### src/rtl/sm_ecc_pkg.sv
package sm_ecc_pkg;
  localparam int unsigned CODE_W = 32;

  // column parity from the XOR of all bytes
  function automatic logic [5:0] col_to_cp(input logic [7:0] c);
    logic [5:0] cp;
    cp[0] = c[0] ^ c[2] ^ c[4] ^ c[6];
    cp[1] = c[1] ^ c[3] ^ c[5] ^ c[7];
    cp[2] = c[0] ^ c[1] ^ c[4] ^ c[5];
    cp[3] = c[2] ^ c[3] ^ c[6] ^ c[7];
    cp[4] = ^c[3:0];
    cp[5] = ^c[7:4];
    return cp;
  endfunction
endpackage

### src/rtl/sm_ecc_cnt.sv
module sm_ecc_cnt #(
  parameter int unsigned BLOCK_BYTES = 256,
  parameter int unsigned LANES       = 4,
  localparam int unsigned IDX_W      = $clog2(BLOCK_BYTES),
  localparam int unsigned CNT_W      = IDX_W + 1
) (
  input  logic             clk_i,
  input  logic             rst_ni,
  input  logic             clr_i,
  input  logic             wr_i,
  output logic             acc_o,
  output logic [IDX_W-1:0] base_o,
  output logic             done_o
);
  logic [CNT_W-1:0] cnt_q;

  assign done_o = (cnt_q == CNT_W'(BLOCK_BYTES));
  assign acc_o  = wr_i & ~clr_i & ~done_o;
  assign base_o = cnt_q[IDX_W-1:0];

  always_ff @(posedge clk_i or negedge rst_ni) begin
    if (!rst_ni)    cnt_q <= '0;
    else if (clr_i) cnt_q <= '0;
    else if (acc_o) cnt_q <= cnt_q + CNT_W'(LANES);
  end


  cnt_bound_chk: assert property (@(posedge clk_i) disable iff (!rst_ni)
    cnt_q <= CNT_W'(BLOCK_BYTES));

  cnt_step_chk: assert property (@(posedge clk_i) disable iff (!rst_ni)
    acc_o |=> cnt_q == $past(cnt_q) + CNT_W'(LANES));

  done_hold_chk: assert property (@(posedge clk_i) disable iff (!rst_ni)
    $fell(done_o) |-> $past(clr_i));
endmodule

### src/rtl/sm_ecc_lane.sv
module sm_ecc_lane #(
  parameter int unsigned IDX_W = 8,
  localparam int unsigned LP_W = 2 * IDX_W
) (
  input  logic [7:0]       byte_i,
  input  logic [IDX_W-1:0] idx_i,
  output logic [LP_W-1:0]  lp_o
);
  logic odd;
  assign odd = ^byte_i;

  always_comb begin
    for (int k = 0; k < IDX_W; k++) begin
      lp_o[2*k+1] = odd &  idx_i[k];
      lp_o[2*k]   = odd & ~idx_i[k];
    end
  end
endmodule

### src/rtl/sm_ecc_pack.sv
module sm_ecc_pack
  import sm_ecc_pkg::*;
#(
  parameter int unsigned LP_W = 16,
  localparam int unsigned NLB = LP_W / 8
) (
  input  logic [LP_W-1:0]   lp_i,
  input  logic [7:0]        col_i,
  output logic [CODE_W-1:0] code_o
);
  always_comb begin
    code_o      = '0;
    code_o[7:0] = {~col_to_cp(col_i), 2'b11};
    // low line byte lands highest
    for (int b = 0; b < NLB; b++)
      code_o[8*(NLB-b) +: 8] = ~lp_i[8*b +: 8];
  end
endmodule

### src/rtl/sm_ecc_gen.sv
module sm_ecc_gen
  import sm_ecc_pkg::*;
#(
  parameter int unsigned DATA_W      = 32,
  parameter int unsigned BLOCK_BYTES = 256,
  localparam int unsigned LANES      = DATA_W / 8,
  localparam int unsigned IDX_W      = $clog2(BLOCK_BYTES),
  localparam int unsigned LP_W       = 2 * IDX_W
) (
  input  logic              clk_i,
  input  logic              rst_ni,
  input  logic              clr_i,
  input  logic              wr_i,
  input  logic [DATA_W-1:0] data_i,
  output logic [31:0]       code_o,
  output logic              done_o
);
  logic             acc;
  logic [IDX_W-1:0] base;
  logic [7:0]       lane_byte [LANES];
  logic [LP_W-1:0]  lane_lp   [LANES];
  logic [LP_W-1:0]  lp_sum, lp_q;
  logic [7:0]       col_sum, col_q;

  sm_ecc_cnt #(.BLOCK_BYTES(BLOCK_BYTES), .LANES(LANES)) u_cnt (
    .clk_i, .rst_ni, .clr_i, .wr_i,
    .acc_o(acc), .base_o(base), .done_o
  );

  for (genvar j = 0; j < LANES; j++) begin : g_lane
    assign lane_byte[j] = data_i[DATA_W-1-8*j -: 8];
    sm_ecc_lane #(.IDX_W(IDX_W)) u_lane (
      .byte_i(lane_byte[j]),
      .idx_i (base + IDX_W'(j)),
      .lp_o  (lane_lp[j])
    );
  end

  always_comb begin
    lp_sum  = '0;
    col_sum = '0;
    for (int j = 0; j < LANES; j++) begin
      lp_sum  ^= lane_lp[j];
      col_sum ^= lane_byte[j];
    end
  end

  always_ff @(posedge clk_i or negedge rst_ni) begin
    if (!rst_ni) begin
      lp_q  <= '0;
      col_q <= '0;
    end else if (clr_i) begin
      lp_q  <= '0;
      col_q <= '0;
    end else if (acc) begin
      lp_q  <= lp_q ^ lp_sum;
      col_q <= col_q ^ col_sum;
    end
  end

  sm_ecc_pack #(.LP_W(LP_W)) u_pack (
    .lp_i(lp_q), .col_i(col_q), .code_o(code_o)
  );


  clr_state_chk: assert property (@(posedge clk_i) disable iff (!rst_ni)
    clr_i |=> !done_o && code_o[LP_W+7:0] == '1);

  done_freeze_chk: assert property (@(posedge clk_i) disable iff (!rst_ni)
    done_o && !clr_i |=> done_o && $stable(code_o));

  idle_hold_chk: assert property (@(posedge clk_i) disable iff (!rst_ni)
    !wr_i && !clr_i |=> $stable(code_o) && $stable(done_o));
endmodule

### config.mk
export PLATFORM = sky130hd
export DESIGN_NAME = sm_ecc_gen
export DESIGN_NICKNAME = d
export VERILOG_FILES = /design/src/rtl/sm_ecc_pkg.sv /design/src/rtl/sm_ecc_cnt.sv /design/src/rtl/sm_ecc_lane.sv /design/src/rtl/sm_ecc_pack.sv /design/src/rtl/sm_ecc_gen.sv
export SDC_FILE = /design/constraint.sdc
export NUM_CORES = 1
export LEC_CHECK = 0
export ABC_AREA = 1
export BUFFER_PORTS_ARGS = -buffer_cell sky130_fd_sc_hd__buf_4
export CAP_MARGIN = 25
export CORE_ASPECT_RATIO = 1.1
export CORE_MARGIN = 5
export CORE_UTILIZATION = 31
export DETAILED_ROUTE_END_ITERATION = 10
export GPL_TIMING_DRIVEN = 1
export PLACE_DENSITY = 0.5
export SETUP_SLACK_MARGIN = 0.15
export SLEW_MARGIN = 0
export SYNTH_ARGS = -nofsm -noshare
export SYNTH_HDL_FRONTEND = slang
export SYNTH_HIERARCHICAL = 1
export SYNTH_SLANG_ARGS = --single-unit
export TNS_END_PERCENT = 1
### constraint.sdc
create_clock -name clk_i -period 2.7 [get_ports clk_i]
set_input_delay 0.81 -clock clk_i [delete_from_list [all_inputs] [get_ports clk_i]]
set_output_delay 0.81 -clock clk_i [all_outputs]
set_load 0.01 [all_outputs]
== After elaboration in Yosys (flattened, before gate mapping) ==
Cells that the tools add are included.
Storage, ports and cells
  register bits after elaboration: 33
  input port bits: 36
  output and inout bits: 33
  word-level logic and storage cells: 144
Cells by class
  $add $sub $neg: 4
  equality and inequality tests: 1
  muxes and demuxes: 6
  bitwise logic cells: 123
  reductions and logical operators: 7
Operators by type and width (number)
  $and 1x1->1: 66
  $xor 16x16->16: 4
  $not 1->1: 34
  $mux 16: 2
  $reduce_xor 8->1: 4
  $xor 8x8->8: 4
  $mux 9: 2
  $add 8x2->8 const B: 2
  $mux 8: 2
  $not 8->8: 2
  $xor 1x1->1: 12
  $add 9x3->9 const B: 1
  $eq 9x9->1 const B: 1
  $add 8x1->8 const B: 1
  $reduce_xor 4->1: 2
  $not 6->6: 1
  $reduce_bool 2->1: 1

== Depth between registers and ports, before layout ==
  depth in word-level cells: 9
  mapped depth: 17

== By module ==
Netlist, hierarchy kept.
By module, submodules not included
  sm_ecc_gen: times used 1, cells an instance 637, area each 3208.1 um^2, seq. area each 600.6 um^2
  sm_ecc_lane: times used 4, cells an instance 72, area each 369.1 um^2, seq. area each 0.0 um^2
  sm_ecc_cnt: times used 1, cells an instance 76, area each 581.8 um^2, seq. area each 175.2 um^2
  sm_ecc_pack: times used 1, cells an instance 85, area each 376.6 um^2, seq. area each 0.0 um^2

== Worst setup path before layout ==
Ideal clock, no wire load.
  path type: input to register
  start point: input data_i[8]
  end point: register lp_q[10]
  setup time: 0.117 ns
  arrival: 1.925 ns
  slack: 0.658 ns
  stages on the path: 15
  path through: nand2_1 -> inv_1 -> nor2_2 -> nand2_1 -> nand2_2 -> nand2_4 -> buf_12 -> a21oi_2 -> nor2_1 -> nor2_1 -> nand2_1 -> nand2_1 -> nand3_1 -> nand2_1 -> nor2_1
RTL lines
  start, declared: RTL line sm_ecc_gen.sv:14  | input logic [DATA_W-1:0] data_i,
  end signal, assigned: RTL line sm_ecc_gen.sv:56  | lp_q <= lp_q ^ lp_sum;
  end, declared: RTL line sm_ecc_gen.sv:22  | logic [LP_W-1:0] lp_sum, lp_q;

== Final worst setup path ==
  start point: register u_cnt.cnt_q[5]
  end point: output done_o
On the way
  cells in the longest elaborated chain, start to end: 1
RTL lines
  start, declared: RTL line sm_ecc_cnt.sv:15  | logic [CNT_W-1:0] cnt_q;
  start signal, assigned: RTL line sm_ecc_cnt.sv:24  | else if (acc_o) cnt_q <= cnt_q + CNT_W'(LANES);
  $eq 9x9->1: RTL line sm_ecc_cnt.sv:17  | assign done_o = (cnt_q == CNT_W'(BLOCK_BYTES));
  end, declared: RTL line sm_ecc_gen.sv:16  | output logic done_o
No other way between the ends.

==> impl_results.md <==
- Status: finished clean
- Setup tns final: 0 ps
- Final setup viols: 0
- Avg Cell Area, Syn: 5.196 um^2
- Yosys reg bits: 31
- Critical path, cell by cell: nor2_4, nand3_4, inv_1, buf_4
- Max Cap Viol: 0
- Met2 GRT Util: 0.2520
- Port bufs: 58
- Vias per cell: 4.049
- Unique masters post-synth: 29
- Core Util, Final: 0.3584
- Setup Skew: 7.946 ps
- Peak VDD IR: 0.1892 mV
- Pwr/cell area: 376.6 mW/mm^2
- Relative slew slack: 0.6349
- Largest net degree at the start of global routing: 49
- Routed Antenna Nets: 0
- Crit-path max FO: 13
- Worst path arrival time: 1370 ps
- Reg2Reg Setup Slack: 800 ps
- Worst setup EP type: primary output
- Clock transition at path regs: 60 ps
- Via count: 5563
- ANT cells: 0
- Worst Path Buf+Inv: 2
- Largest family of logic cells by synthesized area: simple AND/OR/NAND/NOR gates
- Vias in the first global route: 4988
- # DRC: 0
- Ratio of cells with drive above 1 in the final layout: 0.1585
- CTS sink cnt: 31
- Fill count: 1989
- Synthesized area: 0.005643 mm^2
- IO Pins: 69
- Compound-cell area share of the yosys netlist: 0.1228
- Crit Path Class: reg2out
- Met1 Use GR: 0.1688
- Crit path required time: 1890 ps
- Die area: 0.02100 mm^2
- Starting DRT DRC Count: 214
- Worst-Skew Late Latency: 290 ps
- Area growth, synth to finish: 13.08%
- CP max stage cell: dfrtp_1
- Rows: 51
- GR Overflow Total: 0
- Clock Tree Buf Depth: 2
- Initial Util: 0.3170
- Busiest layer in global routing: met2
- Postcts setup bufs: 0
- Root Buffer: clkbuf_16
- M3 GR Usage: 0.01412
- Drt first pass iters: 4
- Wirelength per Cell: 10.12 um
- Family with the most delay on the worst path: flip-flops
- Hold_buf cts: 0
- CP startpoint kind: flop
- Initial antenna violation count: 0
- Max-slew violations: 0
- Fmax: 458.4 MHz
- RSZ-0062 raised after global routing: false
- Simple-Gate Fraction of Synth Area: 0.4572
- Slowest cell delay on critical path: 580 ps
- Core ar.: 0.01780 mm^2
- CTS H-Tree Depth: 2
- Drt total wl: 13.91 mm
- GRT Total Usage: 0.1343
- Mux share of post-synthesis cell area: 0
- Total CTS buffers: 5
- Tot Pwr: 2.403 mW
- Tmin final: 2182 ps
- Die Wd: 138.6 um
- PostCTS Resize Cnt: 0
- Dpl hpwl: 10.94 mm
- First-pass GRT wire length: 23.33 mm
- Worst Max-Slew Pin Slew: 547.6 ps
- GP Congestion: 0.8181
- Final Hold Viols: 0
- Seq/Total Area, Yosys: 0.1375
- Lkg Pwr: 3.894 nW
- Post-synthesis adder-cell area fraction: 0.01552
- Yosys warns: 6
- Min-Delay Path Class: in2async
- Gate count of the mapped netlist: 1086
- CTS tree: done
- Die H: 151.5 um
- Layout net count: 1178
- Xor and xnor area share after synthesis: 0.03259
- Final period util: 0.8080
==> cells by family (layout without fill, tap and decap cells) <==
group                    after synthesis  after routing
AO/OA/AOI/OAI                         92             92
XOR/XNOR                              21             21
adder cells (fa/ha/maj)                7              7
buffers and inverters                297            338
flip-flops                            31             31
other                                  3             12
AND/OR/NAND/NOR                      635            635
==> cell usage after synthesis, drive strengths merged <==
master | number | area (um^2)
nand3 | 37 | 207.7
a21oi | 89 | 670.6
nand4 | 2 | 12.51
inv | 262 | 983.4
nor3 | 2 | 15.01
nor2 | 145 | 576.8
or2 | 1 | 6.260
conb | 3 | 11.26
buf | 33 | 320.3
nand2 | 448 | 1762
dfrtp | 31 | 775.7
clkbuf | 2 | 7.510
o21ai | 3 | 22.52
xor2 | 17 | 148.9
ha | 7 | 87.58
xnor2 | 4 | 35.03
==> through the flow <==
stage          worst slack (ps)  instance area [um^2]  cells  hold slack (ps)
6_report                  518.3                  6381   1374            468.1
5_1_grt                   332.8                  6381   1374            501.3
4_1_cts                   495.1                  6381   1374            483.8
3_5_place_dp              235.8                  6207   1366            534.5
3_3_place_gp              267.4                  6207   1366            531.4
2_1_floorplan             657.7                  5677   1095            499.7
==> routing by layer <==
metal / up-vias / share of wire
li1: 3202 / -
met2: 63 / 0.48
met1: 2291 / 0.48
met4: 0 / 0.0090
met3: 7 / 0.028
met5: - / 0
==> cell usage in the layout (no fill, tap or decap) <==
| cell type | count |
|---|---|
| nor3_1 | 1 |
| nor2_4 | 1 |
| inv_2 | 6 |
| o21ai_2 | 2 |
| nand2_1 | 428 |
| conb_1 | 12 |
| nor2_2 | 10 |
| o21ai_1 | 1 |
| inv_1 | 256 |
| a21oi_1 | 29 |
| nor3_2 | 1 |
| clkbuf_8 | 1 |
| xor2_1 | 17 |
| a21oi_2 | 60 |
| or2_2 | 1 |
| nand3_4 | 1 |
| ha_1 | 7 |
| nand2_4 | 6 |
| xnor2_1 | 4 |
| dfrtp_1 | 31 |
| nand3_1 | 34 |
| clkbuf_16 | 5 |
| nand4_1 | 2 |
| buf_12 | 4 |
| clkinv_2 | 1 |
| nand3_2 | 2 |
| buf_4 | 64 |
| nand2_2 | 14 |
| nor2_1 | 134 |
| bufinv_16 | 1 |
==> final cells by class <==
cell class              instances  area (um^2)  share of cell area
repair buffers                 68        560.5             0.08784
well taps                     238        297.8             0.04667
multi-input cells             767         3590              0.5625
inverters                     262        983.4              0.1541
flip-flops and latches         31        775.7              0.1216
clock buffers                   6        138.9             0.02176
clock inverters                 2        35.03            0.005490
==> final timing paths <==
check	from	to	depth (start not counted)
max in group asynchronous	rst_ni	lp_q[14]$_DFFE_PN0P_	1
max reg2reg	u_cnt/cnt_q[5]$_DFFE_PN0P_	lp_q[5]$_DFFE_PN0P_	8
min in group clk_i	lp_q[10]$_DFFE_PN0P_	lp_q[10]$_DFFE_PN0P_	2
max	u_cnt/cnt_q[5]$_DFFE_PN0P_	done_o	4
min reg2reg	lp_q[10]$_DFFE_PN0P_	lp_q[10]$_DFFE_PN0P_	2
min	rst_ni	lp_q[8]$_DFFE_PN0P_	1
==> state kept, by name (all words and copies together), names as in the netlist <==
| signal | flops |
|---|---|
| col_q | 8 |
| lp_q | 16 |
| u_cnt/cnt_q | 7 |
==> where the power goes <==
part / switching (mW) / internal [mW] / total (mW)
registers: 0.0613 / 0.513 / 0.574
clock network: 0.232 / 0.459 / 0.691
logic: 0.694 / 0.444 / 1.14
Power figures use the tool's default switching activity.
